`config.mk`:
```
export PLATFORM = sky130hd
export DESIGN_NAME = stuff_ctrl
export DESIGN_NICKNAME = d
export VERILOG_FILES = /design/src/rtl/stuff_pkg.sv /design/src/rtl/phase_meter.sv /design/src/rtl/stuff_decide.sv /design/src/rtl/err_flag.sv /design/src/rtl/stuff_ctrl.sv
export SDC_FILE = /design/constraint.sdc
export NUM_CORES = 1
export LEC_CHECK = 0
export ABC_AREA = 1
export BUFFER_PORTS_ARGS = -buffer_cell sky130_fd_sc_hd__buf_2
export CAP_MARGIN = 25
export CORE_MARGIN = 5
export CORE_UTILIZATION = 54
export DETAILED_ROUTE_END_ITERATION = 12
export PLACE_DENSITY = 0.83
export SLEW_MARGIN = 0
export SYNTH_ARGS = -nofsm -noshare
export SYNTH_HDL_FRONTEND = slang
export SYNTH_SLANG_ARGS = --single-unit
```
`constraint.sdc`:
```
create_clock -name clk -period 2.4 [get_ports clk]
set_input_delay 0.36 -clock clk [delete_from_list [all_inputs] [get_ports clk]]
set_output_delay 0.36 -clock clk [all_outputs]
set_load 0.02 [all_outputs]
```
`src/rtl/stuff_pkg.sv`:
```
`timescale 1ns/1ps
package stuff_pkg;
  localparam int STUFF_BITS = 4;
  localparam int SCNT_W     = $clog2(STUFF_BITS + 1);
  typedef logic [SCNT_W-1:0]     scnt_t;
  typedef logic [STUFF_BITS-1:0] spat_t;
  localparam scnt_t SCNT_NONE = '0;
  localparam scnt_t SCNT_FULL = scnt_t'(STUFF_BITS);
endpackage

```
`src/rtl/phase_meter.sv`:
```
`timescale 1ns/1ps
// Counts quantizing ticks since the latest PCM frame start; saturating.
module phase_meter #(
  parameter int CNT_W = 8
) (
  input  logic             clk,
  input  logic             rst,
  input  logic             pcm_sof,
  input  logic             qclk_en,
  output logic [CNT_W-1:0] phase
);
  localparam logic [CNT_W-1:0] CNT_MAX = '1;

  logic [CNT_W-1:0] cnt_q;

  always_ff @(posedge clk) begin
    if (rst)                           cnt_q <= '0;
    else if (pcm_sof)                  cnt_q <= '0;
    else if (qclk_en && cnt_q != CNT_MAX) cnt_q <= cnt_q + 1'b1;
  end

  // A PCM start in the measuring cycle means zero lag.
  assign phase = pcm_sof ? '0 : cnt_q;

  a_r2_saturate: assert property (@(posedge clk) disable iff (rst)
    (cnt_q == CNT_MAX && !pcm_sof) |=> cnt_q == CNT_MAX);
  a_r2_hold_idle: assert property (@(posedge clk) disable iff (rst)
    (!qclk_en && !pcm_sof) |=> $stable(cnt_q));
  a_r2_restart: assert property (@(posedge clk) disable iff (rst)
    pcm_sof |=> cnt_q == '0);
endmodule

```
`src/rtl/stuff_decide.sv`:
```
`timescale 1ns/1ps
// Registers the per-frame stuff decision at the line frame start.
module stuff_decide
  import stuff_pkg::*;
#(
  parameter int CNT_W = 8
) (
  input  logic             clk,
  input  logic             rst,
  input  logic             line_sof,
  input  logic [CNT_W-1:0] phase,
  input  logic [CNT_W-1:0] thr_nom,
  input  logic [CNT_W-1:0] thr_max,
  input  spat_t            stuff_pat,
  output logic             dec_valid,
  output scnt_t            stuff_cnt,
  output spat_t            stuff_bits,
  output logic             over_max
);
  logic need_stuff;
  assign need_stuff = phase < thr_nom;
  assign over_max   = line_sof && (phase >= thr_max);

  always_ff @(posedge clk) begin
    if (rst) begin
      dec_valid  <= 1'b0;
      stuff_cnt  <= SCNT_NONE;
      stuff_bits <= '0;
    end else begin
      dec_valid <= line_sof;
      if (line_sof) begin
        stuff_cnt  <= need_stuff ? SCNT_FULL : SCNT_NONE;
        stuff_bits <= need_stuff ? stuff_pat : '0;
      end
    end
  end

  a_r5_valid_follows: assert property (@(posedge clk) disable iff (rst)
    line_sof |=> dec_valid);
  a_r5_no_spurious: assert property (@(posedge clk) disable iff (rst)
    !line_sof |=> !dec_valid);
  a_r10_hold: assert property (@(posedge clk) disable iff (rst)
    !line_sof |=> ($stable(stuff_cnt) && $stable(stuff_bits)));
  a_r4_zero_bits: assert property (@(posedge clk) disable iff (rst)
    (stuff_cnt == SCNT_NONE) |-> stuff_bits == '0);
  a_r3_legal_cnt: assert property (@(posedge clk) disable iff (rst)
    (stuff_cnt == SCNT_NONE) || (stuff_cnt == SCNT_FULL));
endmodule

```
`src/rtl/err_flag.sv`:
```
`timescale 1ns/1ps
// Sticky error flag; a new set wins over a clear in the same cycle.
module err_flag (
  input  logic clk,
  input  logic rst,
  input  logic set,
  input  logic clr,
  output logic flag
);
  always_ff @(posedge clk) begin
    if (rst)      flag <= 1'b0;
    else if (set) flag <= 1'b1;
    else if (clr) flag <= 1'b0;
  end

  a_r6_sticky: assert property (@(posedge clk) disable iff (rst)
    (flag && !clr) |=> flag);
  a_r6_set: assert property (@(posedge clk) disable iff (rst)
    set |=> flag);
  a_r7_clear: assert property (@(posedge clk) disable iff (rst)
    (clr && !set) |=> !flag);
endmodule

```
`src/rtl/stuff_ctrl.sv`:
```
`timescale 1ns/1ps
module stuff_ctrl
  import stuff_pkg::*;
#(
  parameter int CNT_W = 8
) (
  input  logic             clk,
  input  logic             rst,
  input  logic             qclk_en,
  input  logic             pcm_sof,
  input  logic             line_sof,
  input  logic [CNT_W-1:0] thr_nom,
  input  logic [CNT_W-1:0] thr_max,
  input  logic [3:0]       stuff_pat,
  input  logic             err_clr,
  output logic             dec_valid,
  output logic [2:0]       stuff_cnt,
  output logic [3:0]       stuff_bits,
  output logic             stuff_err
);
  logic [CNT_W-1:0] phase;
  logic             over_max;

  phase_meter #(.CNT_W(CNT_W)) u_meter (
    .clk(clk), .rst(rst), .pcm_sof(pcm_sof), .qclk_en(qclk_en), .phase(phase)
  );

  stuff_decide #(.CNT_W(CNT_W)) u_decide (
    .clk(clk), .rst(rst), .line_sof(line_sof), .phase(phase),
    .thr_nom(thr_nom), .thr_max(thr_max), .stuff_pat(stuff_pat),
    .dec_valid(dec_valid), .stuff_cnt(stuff_cnt), .stuff_bits(stuff_bits),
    .over_max(over_max)
  );

  err_flag u_err (
    .clk(clk), .rst(rst), .set(over_max), .clr(err_clr), .flag(stuff_err)
  );

  a_r1_reset_quiet: assert property (@(posedge clk)
    $past(rst) |-> (!dec_valid && stuff_cnt == 3'd0 && !stuff_err));
endmodule

```
## Yosys cells after proc, flatten, opt, wreduce, memory -nomap -nowiden

Index checks and enable logic that the tools add are counted.

| cells by class | value |
|---|---|
| $add $sub $neg | 1 |
| $mul | 0 |
| divide/modulo/power cells | 0 |
| magnitude comparators | 2 |
| equal/unequal tests | 1 |
| shifts and indexed selects | 0 |
| muxes and demuxes | 5 |
| bitwise operators | 0 |
| reductions and logical operators | 4 |

Operators with widths:

| cell | number |
|---|---|
| 8-bit by 1-bit adder with 8-bit output, second input constant | 1 |
| 8-bit >= comparator | 1 |
| 8-bit less-than comparator | 1 |
| 8-bit 2-to-1 mux | 1 |
| 8-bit inequality test, second input constant | 1 |
| 4-bit 2-to-1 mux | 1 |
| 3-bit 2-to-1 mux | 1 |
| 1-bit logical AND | 2 |
| 1-bit 2-to-1 mux | 2 |
| 2-bit nonzero test | 1 |
| 2-bit OR reduction | 1 |

| storage, ports and cells | value |
|---|---|
| flip-flop bits (word level) | 17 |
| latch bits | 0 |
| RAM bits | 0 |
| ROM bits | 0 |
| input bits | 26 |
| output and inout port bits | 9 |
| logic and storage cells | 18 |
| memories kept | 0 |

## Logic depth before layout (Yosys ltp)

| logic depth | value |
|---|---|
| word-level depth | 4 |
| mapped depth | 13 |
| gate-level depth less buffers | 12 |

## Hierarchy

Synthesis repeated with hierarchy kept, for this count alone.

| second synthesis, totals | value |
|---|---|
| cells, all modules | 179 |
| area total of the unflattened synthesis | 1191.1 um^2 |

Modules (own cells, without submodules):

| module | times used | cells an instance | area an instance (um^2) | sequential area each (um^2) |
|---|---|---|---|---|
| stuff_decide | 1 | 94 | 653.1 | 120.1 |
| phase_meter | 1 | 80 | 498.0 | 160.2 |
| err_flag | 1 | 5 | 40.0 | 20.0 |

## Worst setup path before layout

OpenSTA, ideal clock, no wires.

| timing path | value |
|---|---|
| path kind | input to register |
| start point | in pcm_sof |
| end point | reg u_err.flag |
| setup time | 0.112 ns |
| data arrival time | 1.345 ns |
| required time | 2.288 ns |
| path slack | 0.943 ns |
| cell stages on the path | 12 |
| path buffers | 1 |
| cells stage by stage | buf_6 inv_4 nand2_4 ha_1 o21ai_0 nand2_1 nor2_1 o21bai_1 nand2_1 nand2_1 nand2_1 nand2_1 |

| on the way | value |
|---|---|
| word-level cells in the longest chain between the ends | 4 |
| elaborated cells between the ends (all ways) | 5 |
| classes of those cells | order compare (1); mux (2); reduce/logical (2) |

Ends and longest elaborated chain:

| item | RTL line | RTL |
|---|---|---|
| from (decl) | stuff_ctrl.sv:10 | `input logic pcm_sof,` |
| 8-bit 2-to-1 mux * | phase_meter.sv:23 | `assign phase = pcm_sof ? '0 : cnt_q;` |
| 8-bit >= comparator * | stuff_decide.sv:22 | `assign over_max = line_sof && (phase >= thr_max);` |
| 1-bit logical AND * | stuff_decide.sv:22 |  |
| 1-bit 2-to-1 mux / 2-bit nonzero test (equally long branches) | - |  |
| to (signal assigned) | err_flag.sv:11 | `if (rst) flag <= 1'b0;` |
| to (signal assigned) | err_flag.sv:12 | `else if (set) flag <= 1'b1;` |
| to (signal assigned) | err_flag.sv:13 | `else if (clr) flag <= 1'b0;` |
| to (decl) | err_flag.sv:8 | `output logic flag` |

Every way passes the cells marked *; elsewhere a longest branch is shown, timed or not.
A chain may end at the register's enable or synchronous reset.

## Final worst setup path

| timing path | value |
|---|---|
| start point | reg u_meter.cnt_q[0] |
| end point | reg u_meter.cnt_q[3] |

| on the way | value |
|---|---|
| word-level cells in the longest chain between the ends | 2 |
| elaborated cells between the ends (all ways) | 3 |
| classes of those cells | add/sub (1); eq/ne (1); reduce/logical (1) |

Ends and longest elaborated chain:

| item | RTL line | RTL |
|---|---|---|
| from (decl) | phase_meter.sv:14 | `logic [CNT_W-1:0] cnt_q;` |
| from (signal assigned) | phase_meter.sv:19 | `else if (qclk_en && cnt_q != CNT_MAX) cnt_q <= cnt_q + 1'b1;` |
| parallel branches: the longest is 2 deep, another holds 8-bit by 1-bit adder with 8-bit output | - |  |

Parallel ways; which one is timed is not known.

==> results_dict.tcl <==
set metrics [dict create \
    io_buffers 32 \
    fmax_ghz 0.625 \
    synth_area_leaders "dfxtp_1, ha_1, nand2_1" \
    yosysWarnings 0 \
    synth.top_cell.area_share 0.263 \
    postCtsSetupRepairBufs 0 \
    cts_tree "yes" \
    cp.arrival_ns 1.83 \
    slowest_stage "dfxtp_1" \
    numCtsBuffers 3 \
    syn_to_final_growth_pct 15.7 \
    yosysUniqueCellTypes 28 \
    via_count 1093 \
    clkSlewWorstSetupHoldPaths_ns 0.09 \
    nets 241 \
    synth_area_um2 1140 \
    ant_nets 0 \
    finalHoldViolCount 0 \
    cts.sink_count 15 \
    drt_first_pass_iters 4 \
    status "complete, no violations" \
    synthTopCellsByCount "nand2_1, inv_1, a21oi_1, dfxtp_1, nor2_1" \
    grt_antenna_before_repair 0 \
    cts_buffer_depth 2 \
    htree_levels 1 \
    critical-path-top-delay-family "simple AND/OR/NAND/NOR gates" \
    synthArstFlopShare 0 \
    rows 16 \
    wire_per_inst_um 10.2 \
    grt_usage 0.164 \
    drt-vias-per-instance 4.81 \
    syn_inst 169 \
    critPathBufInv 1 \
    clock-root-buffer "clkbuf_4" \
    slowest_delay_ns 0.42 \
    worstPathRequired_ns 2.63 \
    ys_seq_area_frac 0.263 \
    critPathKind "flip-flop to flip-flop" \
    period_share 0.667 \
    place_congestion 0.861 \
    cpMostUsedCell "nand2_1" \
    cts_resized 0 \
    hold_class "primary input to flip-flop" \
    die-width_um 55.9 \
    dp.cells 223 \
    cts_hold_buf 0 \
    ir_worst_vdd_uv 358 \
    coreArea_um2 1980 \
    grt_pass1_wl_mm 4.24 \
    num_antenna_cells 0 \
    r2r_slack_ns 0.80 \
    power.total_w 0.000498 \
    io_pins 35 \
    power.leakage_nw 0.717 \
    wl_mm 2.31 \
    fin_cells 227 \
    worst-path-max-fanout 11 \
    design.die.area_um2 3130 \
    postLayoutCoreUtil 0.665 \
    startpoint_type "flip-flop" \
    rsz0062_at_grt "false" \
    dp_hpwl_mm 1.96 \
    synth_edf_count 0 \
    grt_max_degree 12 \
    cap_viol_max_count 0 \
    yosysMostFrequentCell "nand2_1" \
    drive_gt1_frac 0.230 \
    worst_clock_skew_ns 0.00220 \
    finalSetupViolCount 0 \
    synth_largest_area_cell "dfxtp_1" \
    start_util 0.575 \
    die_h_um 55.9 \
    pre_cts_ws_ns 0.722 \
    drc 0 \
    fin_tns_setup_ns 0 \
    drt_iter0_drc 21 \
    setup.worst_path.end_class "flip-flop" \
    powerDensity_nw_per_um2 377 \
    cp_cell_sequence "ha_1 > nand4_1 > nand2_1 > inv_1 > nand3_1 > nand2_1 > a21oi_2" \
    clkLatencyLatePin_ns 0.29 \
    grt_remaining_overflow 0 \
    layout_min_cycle_time_ns 1.60 \
    grt_pass1_vias 1035 \
    ys.flop_type "dfxtp_1" \
    setup_ws_ns 0.800 \
    ys_seq_elements 15 \
    avgSynthCellArea_um2 6.74 \
    slew_violations 0 \
]
## layout make-up
class | count | area (um^2)
multi-input cells | 116 | 671
fillers | 170 | 663
flip-flops and latches | 15 | 300
repair buffers | 32 | 160
inverters | 33 | 126
well taps | 27 | 33.8
clock buffers | 3 | 22.5
clock inverters | 1 | 5.00
## layer usage
layer	vias up	GRT usage	wire [um]
met5	-	0	0
met1	481	0.190	1020
met3	4	0.0534	135
met2	21	0.285	1130
li1	587	-	-
met4	0	0.0508	19
## report_power, final
part	internal [W]	total [W]	switching (W)	leakage, nW
combinational	0.0000362	0.0000897	0.0000536	0.577
clock	0.0000620	0.000148	0.0000860	0.0177
sequential	0.000256	0.000260	0.00000388	0.122
## worst paths after layout
check,start,endpoint,cells after the start
min reg2reg,u_decide.stuff_bits[2],u_decide.stuff_bits[2],2
min,err_clr,u_err.flag,3
max reg2reg,u_meter.cnt_q[0],u_meter.cnt_q[3],7
max,u_meter.cnt_q[0],u_meter.cnt_q[3],7
## cells in the final DEF (no fill, tap or decap), types with 2 or more instances in the layout
master,n
buf_2,32
nand2_1,37
nand3_1,7
o21ai_0,3
dfxtp_1,15
nor3_1,4
inv_1,32
a21oi_1,16
clkbuf_4,3
xor2_1,3
o21ai_1,2
conb_1,2
nand2_2,3
ha_1,14
nor2_1,15
## per-stage QoR
| stage | instance area [um^2] | hold WS (ns) |
|---|---|---|
| floorplan | 1140 | 0.443 |
| global placement | 1290 | 0.450 |
| detailed placement | 1290 | 0.454 |
| CTS | 1320 | 0.313 |
| global route | 1320 | 0.327 |
| finish | 1320 | 0.321 |
## logic make-up (layout without fill, tap and decap cells)
group / Yosys count / count (layout) / share of synthesized area
buffers and inverters: 39 / 69 / 0.151
adder cells (fa/ha/maj): 14 / 14 / 0.154
XOR/XNOR: 3 / 3 / 0.0231
flip-flops: 15 / 15 / 0.263
AO/OA/AOI/OAI: 25 / 25 / 0.123
other: 1 / 2 / 0.00329
AND/OR/NAND/NOR: 72 / 72 / 0.282
## state kept, by name (all words and copies together) (netlist names)
register / flops
u_decide.dec_valid: 1
u_decide.stuff_bits: 4
u_decide.stuff_cnt: 1
u_err.flag: 1
u_meter.cnt_q: 8
## worst register-to-register path: cells and delay by family, from the launching register on
family,cells,cell delay [ns]
buffers and inverters,1,0.17
flip-flops,1,0.42
AND/OR/NAND/NOR,4,0.57
adder cells (fa/ha/maj),1,0.28
AO/OA/AOI/OAI,1,0.10
(Power assumes the default switching activity.)
